--- config.mk ---
export PLATFORM = sky130hd
export DESIGN_NAME = uart9_rx
export DESIGN_NICKNAME = d
export VERILOG_FILES = /design/src/rtl/uart9_rx_pkg.sv /design/src/rtl/uart9_rx_sync.sv /design/src/rtl/uart9_rx_sampler.sv /design/src/rtl/uart9_rx_ctrl.sv /design/src/rtl/uart9_rx.sv
export SDC_FILE = /design/constraint.sdc
export NUM_CORES = 1
export LEC_CHECK = 0
export ABC_CLOCK_PERIOD_IN_PS = 2009
export BUFFER_PORTS_ARGS = -buffer_cell sky130_fd_sc_hd__buf_2
export CORE_MARGIN = 1.5
export CORE_UTILIZATION = 50
export CTS_CLUSTER_DIAMETER = 50
export DETAILED_ROUTE_END_ITERATION = 6
export PLACE_DENSITY = 0.73
export SLEW_MARGIN = 20
export SYNTH_ARGS = -nofsm -noshare
export SYNTH_HDL_FRONTEND = slang
export SYNTH_HIERARCHICAL = 1
export SYNTH_SLANG_ARGS = --single-unit
export TNS_END_PERCENT = 100
--- constraint.sdc ---
create_clock -name clk -period 2.01 [get_ports clk]
set_clock_uncertainty 0.05 [all_clocks]
set_input_delay 0.1005 -clock clk [delete_from_list [all_inputs] [get_ports clk]]
set_output_delay 0.1005 -clock clk [all_outputs]
set_load 0.03 [all_outputs]
--- src/rtl/uart9_rx_pkg.sv ---
`timescale 1ns/1ps
// Package: shared types and helpers for the 9-bit serial receiver.
// Assumes nothing beyond standard SystemVerilog.
package uart9_rx_pkg;

    // Frame controller state
    typedef enum logic {
        RX_IDLE = 1'b0,
        RX_BUSY = 1'b1
    } rx_state_e;

    // Two-out-of-three majority
    function automatic logic vote3(input logic a, input logic b, input logic c);
        return (a & b) | (a & c) | (b & c);
    endfunction

endpackage

--- src/rtl/uart9_rx_sync.sv ---
`timescale 1ns/1ps
// Module: uart9_rx_sync
// Brings the asynchronous serial line into the clock domain through a chain
// of STAGES flops. Resets to the idle (high) level, so a line that is low
// during reset is not taken as an edge.
module uart9_rx_sync #(
    parameter int STAGES = 2
) (
    input  logic clk,
    input  logic rst_n,
    input  logic din,
    output logic dout
);
    logic [STAGES-1:0] chain;

    generate
        if (STAGES == 1) begin : g_single
            // Single flop stage
            always_ff @(posedge clk) begin
                if (!rst_n) chain <= 1'b1;
                else        chain <= din;
            end
        end else begin : g_multi
            // Shift the line through the chain
            always_ff @(posedge clk) begin
                if (!rst_n) chain <= '1;
                else        chain <= {chain[STAGES-2:0], din};
            end
        end
    endgenerate

    assign dout = chain[STAGES-1];
endmodule

--- src/rtl/uart9_rx_sampler.sv ---
`timescale 1ns/1ps
// Module: uart9_rx_sampler
// Phase counter over OSR oversample ticks, with a three-sample majority vote
// around the bit centre. The tick carrying `restart` is count 0. Samples are
// taken at counts MID-1, MID and MID+1. The decision is strobed on the
// MID+1 tick. Assumes OSR is a power of two, so the counter wraps by itself.
module uart9_rx_sampler
    import uart9_rx_pkg::*;
#(
    parameter int OSR = 16
) (
    input  logic clk,
    input  logic rst_n,
    input  logic tick,
    input  logic restart,
    input  logic line,
    output logic bit_stb,
    output logic bit_val
);
    localparam int CW  = $clog2(OSR);
    localparam int MID = OSR / 2;
    localparam logic [CW-1:0] P_EARLY = CW'(MID - 1);
    localparam logic [CW-1:0] P_MID   = CW'(MID);
    localparam logic [CW-1:0] P_LATE  = CW'(MID + 1);

    logic [CW-1:0] phase;
    logic          smp_early;
    logic          smp_mid;

    // Phase counter: the restart tick is count 0, so the next tick is count 1
    always_ff @(posedge clk) begin
        if (!rst_n)    phase <= '0;
        else if (tick) phase <= restart ? CW'(1) : phase + 1'b1;
    end

    // Capture the two early samples of the vote
    always_ff @(posedge clk) begin
        if (!rst_n) begin
            smp_early <= 1'b1;
            smp_mid   <= 1'b1;
        end else if (tick) begin
            if (phase == P_EARLY) smp_early <= line;
            if (phase == P_MID)   smp_mid   <= line;
        end
    end

    assign bit_stb = tick && !restart && (phase == P_LATE);
    assign bit_val = vote3(smp_early, smp_mid, line);
endmodule

--- src/rtl/uart9_rx_ctrl.sv ---
`timescale 1ns/1ps
// Module: uart9_rx_ctrl
// Frame controller. It detects the start edge on oversample ticks, rejects
// false starts, shifts in DATA_W data bits (LSB first) plus one ninth bit,
// applies the address filter and loads the holding buffer. The shift
// register is separate from the buffer, so one word can be assembled while
// the previous one is unread. Assumes bit_stb arrives once per bit period.
module uart9_rx_ctrl
    import uart9_rx_pkg::*;
#(
    parameter int DATA_W = 8
) (
    input  logic              clk,
    input  logic              rst_n,
    input  logic              tick,
    input  logic              line,
    input  logic              rx_en,
    input  logic [1:0]        mode,
    input  logic              sm2,
    input  logic              flag_clr,
    input  logic              bit_stb,
    input  logic              bit_val,
    output logic              start,
    output logic [DATA_W-1:0] rx_byte,
    output logic              rx_bit9,
    output logic              rx_flag
);
    localparam int IW = $clog2(DATA_W + 2);
    localparam logic [IW-1:0] IDX_LAST = IW'(DATA_W + 1);

    rx_state_e         state;
    logic [IW-1:0]     bit_idx;
    logic [DATA_W-1:0] shreg;
    logic              line_prev;
    logic              final_stb;
    logic              accept;

    // Remember the line level at the previous tick, for edge detection
    always_ff @(posedge clk) begin
        if (!rst_n)    line_prev <= 1'b1;
        else if (tick) line_prev <= line;
    end

    assign start     = (state == RX_IDLE) && tick && line_prev && !line
                       && rx_en && (mode != 2'b00);
    assign final_stb = (state == RX_BUSY) && bit_stb && (bit_idx == IDX_LAST);
    assign accept    = final_stb && !rx_flag && (!sm2 || bit_val);

    // Frame sequencing: start check, data shifting, return to idle
    always_ff @(posedge clk) begin
        if (!rst_n) begin
            state   <= RX_IDLE;
            bit_idx <= '0;
            shreg   <= '1;
        end else begin
            case (state)
                RX_IDLE: begin
                    if (start) begin
                        state   <= RX_BUSY;
                        bit_idx <= '0;
                        shreg   <= '1;
                    end
                end
                RX_BUSY: begin
                    if (bit_stb) begin
                        if (bit_idx == '0) begin
                            if (bit_val) state   <= RX_IDLE;
                            else         bit_idx <= IW'(1);
                        end else if (bit_idx == IDX_LAST) begin
                            state <= RX_IDLE;
                        end else begin
                            shreg   <= {bit_val, shreg[DATA_W-1:1]};
                            bit_idx <= bit_idx + 1'b1;
                        end
                    end
                end
                default: state <= RX_IDLE;
            endcase
        end
    end

    // Holding buffer and receive flag
    always_ff @(posedge clk) begin
        if (!rst_n) begin
            rx_byte <= '0;
            rx_bit9 <= 1'b0;
            rx_flag <= 1'b0;
        end else if (accept) begin
            rx_byte <= shreg;
            rx_bit9 <= bit_val;
            rx_flag <= 1'b1;
        end else if (flag_clr) begin
            rx_flag <= 1'b0;
        end
    end
endmodule

--- src/rtl/uart9_rx.sv ---
`timescale 1ns/1ps
// Module: uart9_rx (top)
// Receiver for 10-bit and 11-bit asynchronous frames with ninth-bit address
// filtering. The caller supplies a tick at OSR times the bit rate. All
// control inputs are assumed synchronous to clk. Reset is synchronous and
// active low.
module uart9_rx #(
    parameter int DATA_W      = 8,
    parameter int OSR         = 16,
    parameter int SYNC_STAGES = 2
) (
    input  logic              clk,
    input  logic              rst_n,
    input  logic              rxd,
    input  logic              os_tick,
    input  logic              rx_en,
    input  logic [1:0]        mode,
    input  logic              sm2,
    input  logic              flag_clr,
    output logic [DATA_W-1:0] rx_byte,
    output logic              rx_bit9,
    output logic              rx_flag
);
    logic line_s;
    logic start;
    logic bit_stb;
    logic bit_val;

    uart9_rx_sync #(.STAGES(SYNC_STAGES)) sync_i (
        .clk   (clk),
        .rst_n (rst_n),
        .din   (rxd),
        .dout  (line_s)
    );

    uart9_rx_sampler #(.OSR(OSR)) sampler_i (
        .clk     (clk),
        .rst_n   (rst_n),
        .tick    (os_tick),
        .restart (start),
        .line    (line_s),
        .bit_stb (bit_stb),
        .bit_val (bit_val)
    );

    uart9_rx_ctrl #(.DATA_W(DATA_W)) ctrl_i (
        .clk      (clk),
        .rst_n    (rst_n),
        .tick     (os_tick),
        .line     (line_s),
        .rx_en    (rx_en),
        .mode     (mode),
        .sm2      (sm2),
        .flag_clr (flag_clr),
        .bit_stb  (bit_stb),
        .bit_val  (bit_val),
        .start    (start),
        .rx_byte  (rx_byte),
        .rx_bit9  (rx_bit9),
        .rx_flag  (rx_flag)
    );
endmodule

# Word-level counts from Yosys, hierarchy flattened
# Cells that the tools add are included.
[word_totals]
in_bits = 9
wordCells = 72
output_inout_bits = 10
ff_bits = 32
[op_classes]
reduce_logical = 23
mux = 20
add_sub_neg = 2
eq_ne = 10
bitwise_logic = 6
[ops]
columns = ["cell", "count"]
rows = [
  ["two-way mux 8 bit", 4],
  ["two-way mux 4 bit", 6],
  ["one-hot mux 8 bit (2 select lines)", 1],
  ["== test 4 bit, second input constant", 3],
  ["logical AND 1 bit", 11],
  ["adder 4 x 1 -> 4 bit, second input constant", 2],
  ["one-hot mux 4 bit (2 select lines)", 1],
  ["AND reduction 4 bit", 2],
  ["two-way mux 1 bit", 7],
  ["!= test 2 bit, second input constant", 3],
  ["!= test 3 bit, second input constant", 2],
  ["== test 4 x 3 -> 1 bit, second input constant", 1],
  ["zero test 1 bit", 4],
  ["zero test 4 bit", 1],
  ["AND reduction 2 bit", 2],
  ["nonzero test 2 bit", 2],
  ["AND 1 bit", 3],
  ["!= test 2 x 1 -> 1 bit, second input constant", 1],
  ["OR 1 bit", 2],
  ["one-hot mux 1 bit (2 select lines)", 1],
  ["logical OR 1 bit", 1],
  ["NOT 1 bit", 1],
]

# Depth between registers and ports, before layout
[depth]
ltp_word = 14
mapped_depth = 9
ltp_nobuf = 8

# Cells and area by module
# The synthesis kept the hierarchy.
[modules_own_cells]
columns = ["module", "instances", "area_per_inst_um2", "seq_area_each_um2", "cells_per_inst"]
rows = [
  ["uart9_rx_ctrl", 1, 1137.3, 480.5, 118],
  ["uart9_rx_sampler", 1, 325.3, 120.1, 35],
  ["uart9_rx_sync", 1, 52.6, 40.0, 4],
]

# Worst setup path before layout
# No wires, ideal clock.
[synth_path]
kind = "register to register"
startpoint = "register ctrl_i.state"
endpoint = "register ctrl_i.bit_idx[2]"
path_stages_with_launch = 9
slack_ns = 0.004
setup_ns = 0.116
required_time_ns = 1.844
arrival_time_ns = 1.840
period_less_slack_ns = 2.006
n_path_buf = 0
path_cell_list = "dfxtp_1 nand2b_4 nor3_1 nor2b_1 and4b_1 nand2_1 o31ai_4 o21a_1 a41o_1"
[synth_via]
elab_chain_len = 11
elab_cells_between_ends = 15
classes_between = "4 x eq/ne; 1 x mux; 1 x bitwise; 9 x reduce/logical"
[synth_rtl]
columns = ["item", "line", "text"]
rows = [
  ["start: declaration", "uart9_rx_ctrl.sv:31", "rx_state_e state;"],
  ["start signal: assignment", "uart9_rx_ctrl.sv:52", "state <= RX_IDLE;"],
  ["start signal: assignment", "uart9_rx_ctrl.sv:59", "state <= RX_BUSY;"],
  ["start signal: assignment", "uart9_rx_ctrl.sv:67", "if (bit_val) state <= RX_IDLE;"],
  ["NOT 1 bit", "uart9_rx_ctrl.sv:44", "assign start = (state == RX_IDLE) && tick && line_prev && !line"],
  ["logical AND 1 bit (3 in series)", "uart9_rx_ctrl.sv:44", ""],
  ["logical AND 1 bit (2 in series)", "uart9_rx_ctrl.sv:45", "&& rx_en && (mode != 2'b00);"],
  ["via start", "uart9_rx.sv:25", "logic start;"],
  ["zero test 1 bit", "uart9_rx_sampler.sv:47", "assign bit_stb = tick && !restart && (phase == P_LATE);"],
  ["logical AND 1 bit (2 in series)", "uart9_rx_sampler.sv:47", ""],
  ["via bit_stb", "uart9_rx.sv:26", "logic bit_stb;"],
  ["!= test 2 x 1 -> 1 bit (no source line)", "n/a", ""],
  ["AND reduction 4 bit (no source line)", "n/a", ""],
  ["end signal: assignment", "uart9_rx_ctrl.sv:73", "bit_idx <= bit_idx + 1'b1;"],
  ["end: declaration", "uart9_rx_ctrl.sv:32", "logic [IW-1:0] bit_idx;"],
]
# The timed path passes the listed nets, and every way through them passes these cells.
# A chain may end at the register's enable or synchronous reset.

# Worst setup path after layout
[layout_path]
startpoint = "register ctrl_i.state"
endpoint = "register ctrl_i.rx_byte[7]"
[layout_via]
elab_chain_len = 13
[layout_rtl]
columns = ["item", "line", "text"]
rows = [
  ["NOT 1 bit", "uart9_rx_ctrl.sv:44", ""],
  ["logical AND 1 bit (3 in series)", "uart9_rx_ctrl.sv:44", ""],
  ["logical AND 1 bit (2 in series)", "uart9_rx_ctrl.sv:45", ""],
  ["via start", "uart9_rx.sv:25", ""],
  ["zero test 1 bit", "uart9_rx_sampler.sv:47", ""],
  ["logical AND 1 bit (2 in series)", "uart9_rx_sampler.sv:47", ""],
  ["via bit_stb", "uart9_rx.sv:26", ""],
  ["logical AND 1 bit (2 in series)", "uart9_rx_ctrl.sv:46", "assign final_stb = (state == RX_BUSY) && bit_stb && (bit_idx == IDX_LAST);"],
  ["logical AND 1 bit (2 in series)", "uart9_rx_ctrl.sv:47", "assign accept = final_stb && !rx_flag && (!sm2 || bit_val);"],
  ["end signal: assignment", "uart9_rx_ctrl.sv:89", "rx_byte <= shreg;"],
  ["end: declaration", "uart9_rx_ctrl.sv:24", "output logic [DATA_W-1:0] rx_byte,"],
]
# The timed path passes the listed nets, and every way through them passes these cells.

==> summary.txt <==
Outcome
  – Status: finished, final reports clean

Yosys
  – Synth Net Count: 172
  – Top-area cell type share of the netlist area: 42.3%
  – Post-Syn Area: 1520 um2
  – Synth Register Bits: 32
  – Syn Inst Count: 157
  – Cell variety after synth: 42
  – Seq/Total Area, Yosys: 42.3%
  – Synth area leaders: dfxtp_1, mux2i_1, and4b_1, ha_1, a21oi_1
  – Yosys top cell by area: dfxtp_1
  – Yosys Warn Count: 6
  – Mean Syn Cell Area: ~9.7 um2

Cells and area
  – Layout filler cell count: 247
  – Final instance area: ~1800 um2
  – Final Non-Filler Cells: 217
  – Share of cells above drive strength 1: 26.9%
  – Nets: 200
  – Area Growth Syn to Fin: 20.1%
  – Number of antenna repair diodes: 0

Die
  – # rows: 19
  – Placeable Area: 2810 um2
  – Die footprint: 3370 um2
  – Top Ports: 19
  – Initial Util: 54.0%
  – Die Span Y: 58.1 um
  – Die W: just under 60 um

Clocking
  – Clock latency on the worst-skew pair: ~0.34 ns
  – Root buf cell: clkbuf_4
  – TritonCTS buffer count: 5
  – H-tree levels: 2
  – Clk buf depth: 2
  – CTS sink cnt: 32
  – Clock transition at path regs: 0.10 ns
  – CTS tree: yes

Pwr
  – Leakage: 0.763 nW
  – Cell Pwr Density: just under 700 nW/um2
  – Maximum vdd ir drop: a little over 400 uV
  – Overall power: 1.26 mW

Timing
  – Pins Over Slew Limit: 0
  – Worst slew pin tran: 0.709 ns
  – Fmax: 511 MHz
  – Final worst-path cycle share: 97.4%
  – Max_slew headroom: 52.7%
  – Fin. Hold Viols: 0
  – Period minus WS final: 1.96 ns
  – RSZ-0062 raised after global routing: true
  – # setup viols final: 0
  – Setup TNS: 0 ns

Critical path
  – CP Launch Type: register
  – Critical path class: reg2reg
  – Worst Path Arrival: roughly 2.1 ns
  – CP Max Fanout: 5
  – Crit end category: register
  – Required @ worst endpoint: 2.19 ns

Global route
  – Antenna violations before repair: 0
  – Number of global-route vias before repair: between 1k and 1.5k
  – Largest net degree at the start of global routing: 26
  – GRT Overall Usage: 20.3%
  – Global-route wire length before repair: 5180 um
  – GRT overflow: 0

Drt
  – Antenna Nets Post-Route: 0
  – Drt drc: 0
  – Detailed Route WL: 3110 um
  – Pre-Repair DR Iteration Count: 7
  – Via count: between 1k and 1.5k
  – DRT iter0 DRCs: 52
  – Routed WL per cell: 14.3 um
  – Via/cell ratio: 5.72

Job
  – Max-cap violations: 0

Placed design
  – HPWL after detailed placement: 2060 um
  – Post-DP Area: 1650 um2
  – GPL Wtd Cong: 0.787
  – Post-placement cell count: slightly above 200
  – IO buf count: 18

Min path
  – Min-Delay Path Class: in2reg
-- critical path, stage by stage, from the launching register on --
cell      delay, ns
dfxtp_2        0.34
nand2b_4       0.13
nor3_4         0.04
nor2b_2        0.15
and4b_2        0.30
nand2b_4       0.07
nor4_4         0.34
buf_6          0.19
mux2i_1        0.18
nor2_1         0.05
-- sequential cells by signal (all words and copies together) (netlist names) --
signal	flops
ctrl_i/rx_byte	8
ctrl_i/shreg	8
ctrl_i/bit_idx	4
sampler_i/phase	4
sync_i/chain	2
ctrl_i/line_prev	1
ctrl_i/rx_bit9	1
ctrl_i/rx_flag	1
ctrl_i/state	1
sampler_i/smp_early	1
sampler_i/smp_mid	1
-- kinds of logic (layout without fill, tap and decap cells) --
logic type,Yosys count,in the layout,synth area share [%]
buffers and inverters,15,44,4.54
DFF,32,32,42.3
muxes,14,14,9.25
and+or+nand+nor,53,53,21.6
adders and majority gates,7,7,5.62
AOI/OAI and AO/OA,36,36,16.7
-- metal layers --
metal / share of wire, % / vias to the layer above / track usage (%)
met4: 1.7 / 0 / 11.0
met1: 49 / 576 / 26.2
met5: 0 / - / 0
met2: 44 / 35 / 31.5
met3: 5.1 / 7 / 4.69
li1: - / 623 / -
-- Yosys cell counts --
cell,number
a21boi_0,1
a21boi_1,2
a21o_1,1
a21oi_1,9
a21oi_2,1
a311oi_1,1
a311oi_2,1
a31oi_1,1
a41o_1,1
and2_1,1
and4_1,1
and4b_1,9
buf_2,1
buf_4,1
buf_6,1
clkbuf_1,4
dfxtp_1,32
ha_1,6
inv_1,7
inv_2,1
maj3_1,1
mux2i_1,14
nand2_1,12
nand2b_1,4
nand2b_2,1
nand2b_4,1
nand3_1,4
nand3b_1,1
nand4b_1,2
nor2_1,11
nor2b_1,3
nor3_1,1
nor4_2,1
o211a_1,1
o211ai_2,1
o21a_1,2
o21ai_0,3
o21ai_1,8
o22ai_1,1
o31a_1,1
o31ai_4,1
or4_1,1
-- layout make-up --
| class | count | area, um2 | share of cell area [%] |
|---|---|---|---|
| multi-input cells | 110 | 837 | 46.0 |
| flip-flops and latches | 32 | 644 | 35.4 |
| repair buffers | 28 | 175 | 9.62 |
| clock buffers | 7 | 65.1 | 3.57 |
| well taps | 31 | 38.8 | 2.13 |
| clock inverters | 1 | 30.0 | 1.65 |
| inverters | 8 | 30.0 | 1.65 |
-- power breakdown --
part	total (mW)	internal, mW	switching [mW]
sequential	0.647	0.640	0.00685
clock	0.549	0.330	0.219
combinational	0.0683	0.0298	0.0385
total	1.26	1.00	0.264
-- layout by cell type (no fill, tap or decap), types with 3 or more instances in the layout --
master,count
a21oi_1,9
inv_1,7
nand2b_1,3
nand3_1,4
nand2_1,12
mux2i_1,14
ha_1,6
dfxtp_2,3
o21ai_0,3
and4b_1,8
buf_4,7
nor2_1,11
clkbuf_4,5
o21ai_1,8
buf_2,18
dfxtp_1,29
-- path summary, 6_finish.rpt --
kind              slack, ns                        from  cells past startpoint                        endpoint
hold / removal        0.008                    flag_clr                      4     ctrl_i/rx_flag$_SDFFE_PN0P_
setup reg to reg       0.05     ctrl_i/state$_SDFF_PN0_                      9  ctrl_i/rx_byte[7]$_SDFFE_PN0P_
hold reg to reg        0.37  sync_i/chain[0]$_SDFF_PN1_                      1      sync_i/chain[1]$_SDFF_PN1_
setup / recovery       0.05     ctrl_i/state$_SDFF_PN0_                      9  ctrl_i/rx_byte[7]$_SDFFE_PN0P_
-- what timing repair did --
action	CTS	global route
hold buffers	1	0
setup buffers	0	2
endpoints found under the setup margin	0	15
hold endpoints to repair	1	0
gates resized for setup	0	15
-- per-stage QoR --
stage                     setup slack (ns)  hold slack, ns  utilization (%)
after global placement               0.116           0.234             58.8
after floorplan                    0.00379           0.112                -
final                               0.0516         0.00795             64.9
after detailed placement            0.0320           0.248             58.8
after global routing               -0.0625          0.0569             64.9
after CTS                           0.0152         0.00539             62.6
(Power assumes the default switching activity.)
